File: config.mk
export PLATFORM = sky130hd
export DESIGN_NAME = osc_req_arbiter
export DESIGN_NICKNAME = d
export VERILOG_FILES = /design/src/rtl/osc_arb_pkg.sv /design/src/rtl/osc_slot.sv /design/src/rtl/osc_settle.sv /design/src/rtl/osc_req_arbiter.sv
export SDC_FILE = /design/constraint.sdc
export NUM_CORES = 1
export LEC_CHECK = 0
export ABC_AREA = 1
export BUFFER_PORTS_ARGS = -buffer_cell sky130_fd_sc_hd__buf_2
export CAP_MARGIN = 10
export CORE_MARGIN = 2
export CORE_UTILIZATION = 47
export DETAILED_ROUTE_END_ITERATION = 7
export GPL_TIMING_DRIVEN = 0
export HOLD_SLACK_MARGIN = 0.12
export PLACE_DENSITY = 0.77
export SLEW_MARGIN = 20
export SYNTH_ARGS = -nofsm -noshare
export SYNTH_HDL_FRONTEND = slang
export SYNTH_HIERARCHICAL = 1
export SYNTH_SLANG_ARGS = --single-unit
File: constraint.sdc
create_clock -name clk -period 1.34 [get_ports clk]
set_clock_uncertainty 0.2 [all_clocks]
set_input_delay 0.067 -clock clk [delete_from_list [all_inputs] [get_ports clk]]
set_output_delay 0.067 -clock clk [all_outputs]
set_load 0.01 [all_outputs]
File: src/rtl/osc_arb_pkg.sv
package osc_arb_pkg;

  typedef enum logic [1:0] {
    SL_IDLE    = 2'd0,
    SL_ACTIVE  = 2'd1,
    SL_BLOCKED = 2'd2
  } slot_state_e;

  // Next value of a down counter that can be reloaded.
  function automatic int unsigned settle_next(input int unsigned cur,
                                              input logic        load,
                                              input int unsigned span);
    if (load) return span;
    if (cur != 0) return cur - 1;
    return 0;
  endfunction

  // Oscillator is allowed on only when requested and the hold-off has expired.
  function automatic logic osc_allowed(input logic stop,
                                       input logic anyone,
                                       input logic idle);
    return stop & anyone & idle;
  endfunction

endpackage

File: src/rtl/osc_slot.sv
module osc_slot
  import osc_arb_pkg::*;
(
  input  logic clk,
  input  logic rst_n,
  input  logic stop_mode,
  input  logic req,
  input  logic done,
  input  logic wake,
  output logic served,
  output logic wake_hit
);

  slot_state_e state_q, state_d;
  logic        plain_end;

  assign plain_end = stop_mode & (state_q == SL_ACTIVE) & done & ~wake;
  assign wake_hit  = stop_mode & (state_q == SL_ACTIVE) & done & wake;
  assign served    = (state_q == SL_ACTIVE);

  always_comb begin
    state_d = state_q;
    if (!stop_mode) begin
      state_d = SL_IDLE;
    end else begin
      unique case (state_q)
        SL_IDLE:    if (req) state_d = SL_ACTIVE;
        SL_ACTIVE: begin
          if (plain_end)  state_d = SL_BLOCKED;
          else if (!req)  state_d = SL_IDLE;
        end
        SL_BLOCKED: if (!req) state_d = SL_IDLE;
        default:    state_d = SL_IDLE;
      endcase
    end
  end

  always_ff @(posedge clk or negedge rst_n) begin
    if (!rst_n) state_q <= SL_IDLE;
    else        state_q <= state_d;
  end

  // a non-wake frame end withdraws the grant
  a_r5_plain_end_drops: assert property (@(posedge clk) disable iff (!rst_n)
    plain_end |=> (state_q != SL_ACTIVE));

  // a dropped slot cannot regain its grant without releasing the request
  a_r6_blocked_stays_off: assert property (@(posedge clk) disable iff (!rst_n)
    (state_q == SL_BLOCKED) |=> (state_q != SL_ACTIVE));

endmodule

File: src/rtl/osc_settle.sv
module osc_settle
  import osc_arb_pkg::*;
#(
  parameter int unsigned SETTLE = 16
) (
  input  logic clk,
  input  logic rst_n,
  input  logic stop_mode,
  input  logic any_served,
  output logic en_q,
  output logic holdoff
);

  localparam int unsigned CW = (SETTLE < 1) ? 1 : $clog2(SETTLE + 1);

  logic [CW-1:0] cnt_q;
  logic          en_d;
  logic          falling;

  assign holdoff = (cnt_q != '0);
  assign en_d    = osc_allowed(stop_mode, any_served, ~holdoff);
  assign falling = en_q & ~en_d;

  always_ff @(posedge clk or negedge rst_n) begin
    if (!rst_n) begin
      en_q  <= 1'b0;
      cnt_q <= '0;
    end else begin
      en_q  <= en_d;
      cnt_q <= CW'(settle_next(int'(cnt_q), falling, SETTLE));
    end
  end

  // oscillator kept off while the hold-off counter runs
  a_r7_settle_holds_off: assert property (@(posedge clk) disable iff (!rst_n)
    holdoff |-> !en_q);

endmodule

File: src/rtl/osc_req_arbiter.sv
module osc_req_arbiter
  import osc_arb_pkg::*;
#(
  parameter int unsigned NSLOT  = 9,
  parameter int unsigned SETTLE = 16
) (
  input  logic             clk,
  input  logic             rst_n,
  input  logic             stop_mode,
  input  logic [NSLOT-1:0] clk_req,
  input  logic             osc_ready,
  input  logic [NSLOT-1:0] frame_done,
  input  logic [NSLOT-1:0] frame_wake,
  output logic             osc_en,
  output logic [NSLOT-1:0] clk_gate,
  output logic             wake_req
);

  logic [NSLOT-1:0] served;
  logic [NSLOT-1:0] wake_hit;
  logic             any_served;
  logic             en_q;
  logic             holdoff;
  logic             wake_q;
  logic             clock_live;

  for (genvar i = 0; i < NSLOT; i++) begin : g_slot
    osc_slot u_slot (
      .clk       (clk),
      .rst_n     (rst_n),
      .stop_mode (stop_mode),
      .req       (clk_req[i]),
      .done      (frame_done[i]),
      .wake      (frame_wake[i]),
      .served    (served[i]),
      .wake_hit  (wake_hit[i])
    );
    assign clk_gate[i] = stop_mode ? (served[i] & clock_live) : clk_req[i];
  end

  assign any_served = |served;
  assign clock_live = en_q & osc_ready;

  osc_settle #(.SETTLE(SETTLE)) u_settle (
    .clk        (clk),
    .rst_n      (rst_n),
    .stop_mode  (stop_mode),
    .any_served (any_served),
    .en_q       (en_q),
    .holdoff    (holdoff)
  );

  always_ff @(posedge clk or negedge rst_n) begin
    if (!rst_n)          wake_q <= 1'b0;
    else if (!stop_mode) wake_q <= 1'b0;
    else if (|wake_hit)  wake_q <= 1'b1;
  end

  assign osc_en   = stop_mode & en_q;
  assign wake_req = wake_q;

  // no served slot means the oscillator is off after the next edge
  a_r2_idle_osc_off: assert property (@(posedge clk) disable iff (!rst_n)
    !any_served |=> !osc_en);

  // wakeup request is held for the rest of the stop state
  a_r8_wake_sticky: assert property (@(posedge clk) disable iff (!rst_n)
    (stop_mode && $past(stop_mode) && $past(wake_req)) |-> wake_req);

  // no wakeup request outside the stop state
  a_r1_no_wake_in_run: assert property (@(posedge clk) disable iff (!rst_n)
    !$past(stop_mode) |-> !wake_req);

endmodule

# Yosys cells after proc, flatten, opt, wreduce, memory -nomap -nowiden
# Cells that the tools add are included.
[word_totals] input_bits=31 word_cells=177 reg_bits=25 out_inout_bits=11
[classes] muxes=63 n_reduce_logical=12 add_sub_neg=1 bitwise_logic=61 n_eq_ne=28
[ops] operator="2-bit two-way mux" count=36
[ops] operator="2-bit one-hot mux with 3 select lines" count=9
[ops] operator="1-bit AND" count=50
[ops] operator="3-bit != test, second input constant" count=9
[ops] operator="5-bit two-way mux" count=4
[ops] operator="2-bit by 1-bit == test with 1-bit output, second input constant" count=9
[ops] operator="2-bit == test, second input constant" count=9
[ops] operator="2-bit zero test" count=9
[ops] operator="9-bit OR reduction" count=2
[ops] operator="1-bit two-way mux" count=14
[ops] operator="1-bit inverter" count=11
[ops] operator="5-bit nonzero test" count=1
[ops] operator="5-bit by 1-bit subtractor with 5-bit output, second input constant" count=1
[ops] operator="2-bit by 1-bit != test with 1-bit output, second input constant" count=1

# Longest topological paths before layout
# Gate-level depths: netlist of the first run.
[logic_depth] word_depth=10 ltp_mapped=9 ltp_nobuf=9

# Cells and area by module
# The synthesis of the first run kept the hierarchy.
[by_module_without_submodules] mod="osc_slot" instances=9 area_per_inst_um2=121.4 cells_each=17
[by_module_without_submodules] mod="osc_settle" instances=1 area_per_inst_um2=292.8 cells_each=36
[by_module_without_submodules] mod="osc_req_arbiter" instances=1 area_per_inst_um2=212.7 cells_each=46

# Worst setup path before layout of the first run
# OpenSTA, ideal clock, no wires.
[synth_timing] path_kind="flip-flop to flip-flop" startpoint="reg g_slot[1].u_slot.state_q[1]" endpoint="reg u_settle.cnt_q[4]" arrival_time_ps=956 setup_slack_ps=67 stages_incl_launch_ff=9 period_less_slack_ps=1273 setup_time_ps=117 cell_sequence="dfrtp_1 > nor2_1 > nor2_1 > nand4_1 > nand2_1 > inv_1 > nand4_1 > nand2_1 > nand2_1"
[synth_between] elab_chain_cells=10 word_cells_on_any_way=11
[synth_rtl] item="start, declared" line="osc_slot.sv:14" source="slot_state_e state_q, state_d;"
[synth_rtl] item="start signal, assigned" line="osc_slot.sv:40" source="else state_q <= state_d;"
[synth_rtl] item="2-bit by 1-bit == test with 1-bit output (*)" line="osc_slot.sv:19" source="assign served = (state_q == SL_ACTIVE);"
[synth_rtl] item="net served[1]" line="osc_req_arbiter.sv:19" source="logic [NSLOT-1:0] served;"
[synth_rtl] item="9-bit OR reduction (*)" line="osc_req_arbiter.sv:41" source="assign any_served = |served;"
[synth_rtl] item="net any_served" line="osc_req_arbiter.sv:21" source="logic any_served;"
[synth_rtl] item="1-bit AND (*) (2 in series)" line="osc_arb_pkg.sv:22" source="return stop & anyone & idle;"
[synth_rtl] item="1-bit inverter (*)" line="osc_settle.sv:22" source="assign falling = en_q & ~en_d;"
[synth_rtl] item="1-bit AND (*)" line="osc_settle.sv:22"
[synth_rtl] item="5-bit two-way mux" line="osc_arb_pkg.sv:13" source="if (load) return span;"
[synth_rtl] item="5-bit two-way mux" line="osc_arb_pkg.sv:14" source="if (cur != 0) return cur - 1;"
[synth_rtl] item="5-bit two-way mux" line="osc_arb_pkg.sv:15" source="return 0;"
[synth_rtl] item="5-bit two-way mux (*)" line="osc_arb_pkg.sv:14"
[synth_rtl] item="end signal, assigned" line="osc_settle.sv:30" source="cnt_q <= CW'(settle_next(int'(cnt_q), falling, SETTLE));"
[synth_rtl] item="end, declared" line="osc_settle.sv:16" source="logic [CW-1:0] cnt_q;"
# Mark *: on every way through the listed nets, which the timed path passes. The rest lies on a longest branch.
# A chain may end at the register's enable or synchronous reset.

# Worst setup path in the final report of the first run
[layout_timing] startpoint="reg u_settle.en_q" endpoint="out clk_gate[8]"
[layout_between] elab_chain_cells=3
[layout_rtl] item="start, declared" line="osc_settle.sv:10" source="output logic en_q,"
[layout_rtl] item="start signal, assigned" line="osc_settle.sv:29" source="en_q <= en_d;"
[layout_rtl] item="1-bit AND" line="osc_req_arbiter.sv:42" source="assign clock_live = en_q & osc_ready;"
[layout_rtl] item="1-bit AND" line="osc_req_arbiter.sv:38" source="assign clk_gate[i] = stop_mode ? (served[i] & clock_live) : clk_req[i];"
[layout_rtl] item="1-bit two-way mux" line="osc_req_arbiter.sv:38"
[layout_rtl] item="end, declared" line="osc_req_arbiter.sv:15" source="output logic [NSLOT-1:0] clk_gate,"
# Every way passes these cells.

==> out/metrics.yaml, run 1 <==
outcome: "finished with violations"
violations: "setup timing"
hold_class: "in2reg"
io_pins: 42
die_h_um: 62.3
wl_met2_um: 2520
cp.required_ps: 1070
placed_area_sq_mm: 0.00186
grt_antenna_before_repair: 0
grt_start_max_net_pins: 26
vias: 1891
hpwl_um: 2670
topRoutingLayerUsed: "met4"
initial_core_util: 0.483
track_usage: 0.235
dr.first_iter.drc_count: 131
hold_start: "stop_mode"
start_kind: "flip-flop"
layoutNonFillerInstCount: 369
ir_drop_mv: 0.427
dr_wl_met3_um: 239
slew_violations: 0
netlist_instances: 235
fin_nets: 356
syn_to_final_growth_pct: 56.3
synth_area_leader_cell: "dfrtp_1"
viasPerCell: 5.12
rsz0062_at_grt: "true"
grt_pass1_vias: 1815
wirelength_um: 4750
htreeDepth: 1
seq_area_sq_um: 626
die_area_sq_mm: 0.00388
clock_path_buffers: 2
tightest_slew_ps: 577
dp_cells: 321
cts-root-buf: "clkbuf_4"
core_area_sq_mm: 0.00331
max_freq_mhz: 665
clock_sinks: 25
grt_pass1_wl_um: 7470
path_class: "reg2out"
netlist_top_cells_area: "dfrtp_1 (39%), nand2_1 (11%), inv_1 (11%)"
fin_crit_sh: 1.12
grt-ovfl-total: 0
fillCellCount: 248
cts_tree: "done"
wl_met1_um: 1860
yosysSeqAreaShare: 0.392
final_layout_size_suffix_gt1_frac: 0.328
setup_violations: 16
min_path_cells: 3
io_buffers: 40
finalInstanceArea_sq_mm: 0.00250
dieWidth_um: 62.3
yosysTopAreaCellShare: 0.392
path_clk_slew_ps: 140
final_hold_viol_count: 0
netlist_area_sq_mm: 0.00160
synth.net_count: 267
antenna_cells: 0
critPathLaunch: "u_settle/en_q"
rrSetupSlack_ps: -110
synth_cell_type_count: 19
reg2reg_to: "wake_req"
multiInputGateArea_sq_um: 973
drtPass1Iterations: 4
min_to: "g_slot[3].u_slot/state_q[0]"
worstRegToRegCells: 6
power_density_mw_per_mm2: 852
cp-end-kind: "output port"
numCtsBuffers: 3
regToRegStartpoint: "g_slot[6].u_slot/state_q[1]"
worstPathArrival_ps: 1240
synth_seq_cells: 25
slew_headroom: 0.615
ant_nets: 0
insertion_delay_ps: 320
cap_viol_max_count: 0
hold_buffers: 28
ys_warn_count: 6
wire_per_inst_um: 12.9
gp_congestion: 0.837
syn_avg_cell_area_sq_um: 6.80
num_rows: 21
setup_ws_ps: -164
p_leak_nw: 1.33
cp_max_fo: 10
drc: 0
period_needed_ps: 1500
==> placed cells by master (no fill, tap or decap), types with 3 or more instances in the layout <==
| master | instances |
|---|---|
| o21ai_2 | 9 |
| inv_1 | 39 |
| buf_6 | 7 |
| inv_2 | 7 |
| buf_4 | 9 |
| nand2_1 | 46 |
| dlygate4sd3_1 | 28 |
| buf_2 | 41 |
| nand3_1 | 30 |
| dfrtp_1 | 25 |
| nor2_1 | 23 |
| nor4_4 | 6 |
| clkbuf_4 | 3 |
| or2_1 | 3 |
| nor2_4 | 8 |
| a21oi_1 | 18 |
| or2_4 | 6 |
==> final cells by class <==
type	instances	share of cell area
multi-input cells	162	0.390
clock inverters	1	0.00200
repair buffers	84	0.251
inverters	47	0.0726
flip-flops and latches	25	0.251
clock buffers	3	0.00902
plain buffers	1	0.00200
well taps	46	0.0230
==> worst max-delay path: stages (launching register included) <==
cell and delay [ps]:
dfrtp_1 420, nand2_2 100, clkinv_4 100, nand3_1 90, nand2_1 70, buf_2 140
==> registers in the layout, summed over array words and instances (netlist names) <==
| signal | flops |
|---|---|
| u_settle/en_q | 1 |
| g_slot.u_slot/state_q | 18 |
| u_settle/cnt_q | 5 |
| wake_req | 1 |
==> metal layers <==
metal	vias to the layer above	track usage
met2	64	0.433
met5	-	0
met3	13	0.0290
met1	887	0.284
li1	927	-
met4	0	0.0806
==> report_power, final <==
group / switching, mW / total [mW] / internal, mW
clock: 0.238 / 0.350 / 0.112
combinational: 0.471 / 0.838 / 0.367
sequential: 0.0730 / 0.939 / 0.866
==> worst max-delay path by stage <==
stage,endpoint,depth (start not counted)
after global placement,u_settle/cnt_q[4],8
after detailed placement,u_settle/cnt_q[4],8
final,clk_gate[8],5
after CTS,clk_gate[8],5
after global routing,clk_gate[8],5
after floorplan,u_settle/cnt_q[4],8
==> cell families (layout without fill, tap and decap cells) <==
kind of cell             Yosys count  count (layout)  share of synthesized area
AND/OR/NAND/NOR                  133             133                      0.375
buffers and inverters             48             136                      0.114
AO/OA/AOI/OAI                     27              27                      0.106
flip-flops                        25              25                      0.392
adder cells (fa/ha/maj)            1               1                    0.00783
XOR/XNOR                           1               1                    0.00548
==> cell usage after synthesis <==
cell type	count
clkinv_2	1
nand2_2	1
xnor2_1	1
a21oi_1	18
nand2_1	47
buf_2	1
nand4_1	2
nor2_1	32
o21ai_2	9
dfrtp_1	25
inv_2	1
nor4_1	9
nand3_2	1
inv_1	45
nor3_1	1
nor2_2	1
ha_1	1
nand3_1	30
or2_1	9
==> stage by stage <==
step / TNS (ps) / total power [mW] / setup WS [ps] / utilization / hold WS, ps
final: -1650 / 2.13 / -164 / 0.754 / 23.4
after global routing: -3140 / 2.29 / -251 / 0.754 / 17.4
after CTS: -1490 / 2.05 / -153 / 0.704 / 21.1
after detailed placement: -283 / 1.61 / -112 / 0.560 / -101
after global placement: -272 / 1.58 / -120 / 0.560 / -110
after floorplan: 0 / 1.40 / 67.5 / - / -429
==> what timing repair did <==
| action | CTS | global route |
|---|---|---|
| buffers inserted | 14 | 2 |
| hold endpoints to repair | 44 | 43 |
| endpoints found under the setup margin | 12 | 26 |
| resized for setup | 21 | 32 |
| pin swaps | 4 | 8 |
Note: power is estimated with default switching activity, not from simulation.
==> inputs of run 2 (changes only) <==
--- a/config.mk
+++ b/config.mk
@@ -9,11 +9,12 @@
 export BUFFER_PORTS_ARGS = -buffer_cell sky130_fd_sc_hd__buf_2
 export CAP_MARGIN = 10
 export CORE_MARGIN = 2
-export CORE_UTILIZATION = 47
+export CORE_UTILIZATION = 49
+export CTS_BUF_LIST = sky130_fd_sc_hd__clkbuf_8
 export DETAILED_ROUTE_END_ITERATION = 7
 export GPL_TIMING_DRIVEN = 0
 export HOLD_SLACK_MARGIN = 0.12
-export PLACE_DENSITY = 0.77
+export PLACE_DENSITY = 0.8
 export SLEW_MARGIN = 20
 export SYNTH_ARGS = -nofsm -noshare
 export SYNTH_HDL_FRONTEND = slang
==> run 2 against run 1 <==
The run still ends with setup timing left; critical path type unchanged; maximum frequency is 2.6% higher; sequential share of layout area is 0.17 points lower; largest power group unchanged; global-route usage is 4.7 points higher; largest cell class unchanged.
==> out/metrics.yaml, run 2 (synthesized netlist as in run 1, its figures left out) <==
viasPerCell: 5.25  # +2.4%
drc: 0  # unchanged
preCtsSetupSlack_ps: -120  # -7.26 ps
max_freq_mhz: 682  # +2.6%
min_path_cells: 5  # +2
rsz0062_at_grt: "true"
vias: 1957  # +3.5%
io_buffers: 40  # unchanged
top_register: "g_slot.u_slot/state_q"
hpwl_um: 2730  # +2.1%
cts-root-buf: "clkbuf_8"
cp-end-kind: "output port"
fin_hold_ws_ps: 29.2  # +5.87 ps
setup_ws_ps: -126  # +38.0 ps
worstRegToRegCells: 9  # +3
fillCellCount: 207  # -17%
slew_violations: 0  # unchanged
final_cell_mix: "nand2_1 (46), buf_2 (40), inv_1 (36)"
p_int_mw: 1.46  # +8.7%
initial_core_util: 0.519  # +0.0365
worstSetupPathDepth: 5  # unchanged
die_h_um: 61.1  # -1.9%
max_stage_delay_ps: 410  # about the same
ir_drop_mv: 0.535  # +25%
setup_tns_ps: -1270  # +381 ps
violations: "setup timing"
period_needed_ps: 1470  # -38.0 ps
cp.required_ps: 1070  # about the same
clock_sinks: 25  # unchanged
power_density_mw_per_mm2: 899  # +5.5%
clock_path_buffers: 2  # unchanged
dieWidth_um: 61.1  # -1.9%
io_pins: 42  # unchanged
ant_nets: 0  # unchanged
grt_start_max_net_pins: 26  # unchanged
path_clk_slew_ps: 90  # -50 ps
cts_tree: "done"
critPathLaunch: "u_settle/en_q"
rrSetupSlack_ps: -100  # about the same
p_leak_nw: 1.36  # +2.2%
grt_antenna_before_repair: 0  # unchanged
syn_to_final_growth_pct: 58.0
grt_pass1_wl_um: 7820  # +4.7%
hold_buffers: 27  # -3.6%
fin_nets: 362  # +1.7%
crit_path_cell_trace: "nand2_2 > clkinv_4 > nand3_2 > nand2_1 > buf_2"
drtPass1Iterations: 4  # unchanged
swShare: 0.355  # -0.0119
wire_per_inst_um: 14.0  # +8.6%
clkPwrFrac: 0.202  # +0.037
crit_slowest_cell: "dfrtp_1"
gp_congestion: 0.903  # +7.9%
start_kind: "flip-flop"
cpLargestDelayFamily: "flip-flops"
path_class: "reg2out"
final_hold_viol_count: 0  # unchanged
tightest_slew_ps: 577  # -0.702 ps
hold_class: "in2reg"
core_area_sq_mm: 0.00308  # -7.0%
slew_headroom: 0.616  # about the same
setup_violations: 16  # unchanged
comb_power_share: 0.383  # -0.011
die_area_sq_mm: 0.00373  # -3.8%
grt-ovfl-total: 0  # unchanged
insertion_delay_ps: 270  # -50 ps
htreeDepth: 1  # unchanged
dr.first_iter.drc_count: 116  # -11%
switching_power_mw: 0.807  # +3.2%
pwr-share-seq: 0.415  # -0.027
regToRegStartpoint: "g_slot[0].u_slot/state_q[0]"
worstPathArrival_ps: 1200  # -40 ps
largest_reg_flops: 18  # unchanged
reg2reg_to: "u_settle/cnt_q[4]"
cp_max_fo: 10  # unchanged
cap_viol_max_count: 0  # unchanged
wirelength_um: 5210  # +9.8%
track_usage: 0.283  # +0.0475
final_common_cell: "nand2_1"
cp_num_buf_inv: 2  # unchanged
numCtsBuffers: 3  # unchanged
largestRegisters: "g_slot.u_slot/state_q (18), u_settle/cnt_q (5)"
outcome: "finished with violations"
antenna_cells: 0  # unchanged
num_rows: 20  # -4.8%
fin_crit_sh: 1.09  # -0.0284
critPathCapture: "clk_gate[1]"
grt_pass1_vias: 1889  # +4.1%
final_layout_size_suffix_gt1_frac: 0.368  # +0.0396
==> run 2: changes by cell type in the layout (fill, tap and decap cells not counted), sizes merged <==
| cell | change |
|---|---|
| buf | +7 |
| dlygate4sd3 | -1 |
==> run 2: worst min-delay path: stages <==
cell     delay (ps)
buf_2           100
nand2_1          90
inv_1            50
nand3_1          90
a21oi_1          70
==> run 2: metrics by stage <==
stage | instances | util | total power [mW] | instance area (sq um)
final | 373 | 0.820 | 2.27 | 2520
after global routing | 373 | 0.820 | 2.43 | 2520
after CTS | 367 | 0.773 | 2.19 | 2380
after detailed placement | 319 | 0.602 | 1.60 | 1850
after global placement | 319 | 0.602 | 1.58 | 1850
after floorplan | 235 | - | 1.40 | 1600
==> run 2: routing by layer <==
layer,global-route usage,up-vias,wire length (um)
li1,-,935,-
met1,0.305,914,2000
met2,0.520,87,2800
met3,0.0462,21,241
met4,0.158,0,170
met5,0,-,0
==> run 2: area by class of cell <==
class,instances,area (sq um),share of cell area
Multi-Input combinational cell,162,948,0.376
Timing Repair Buffer,90,661,0.262
Sequential cell,25,628,0.249
Inverter,47,181,0.0719
Tap cell,44,55.1,0.0218
Clock buffer,3,41.3,0.0164
Clock inverter,1,5.00,0.00198
Buffer,1,5.00,0.00198
==> run 2: power groups by stage <==
stage	sequential (mW)	clock, mW	combinational, mW
after floorplan	0.938	0	0.466
after global placement	0.948	0	0.629
after CTS	0.940	0.464	0.784
final	0.943	0.458	0.868
after global routing	0.960	0.497	0.977
after detailed placement	0.953	0	0.649
==> run 2: worst min path at each step <==
| stage | start | endpoint | slack (ps) |
|---|---|---|---|
| after CTS | frame_done[3] | g_slot[3].u_slot/state_q[1] | 20 |
| after global placement | rst_n | g_slot[0].u_slot/state_q[0] | -110 |
| after detailed placement | rst_n | g_slot[0].u_slot/state_q[0] | -110 |
| final | frame_done[3] | g_slot[3].u_slot/state_q[1] | 30 |
| after global routing | frame_done[3] | g_slot[3].u_slot/state_q[1] | 50 |
| after floorplan | rst_n | g_slot[0].u_slot/state_q[0] | -430 |
==> run 2: repair_timing <==
action,4_1_cts,5_1_grt
setup buffers,17,8
pin swaps,13,8
endpoints found under the hold margin,44,11
endpoints found under the setup margin,12,32
resized for setup,30,24
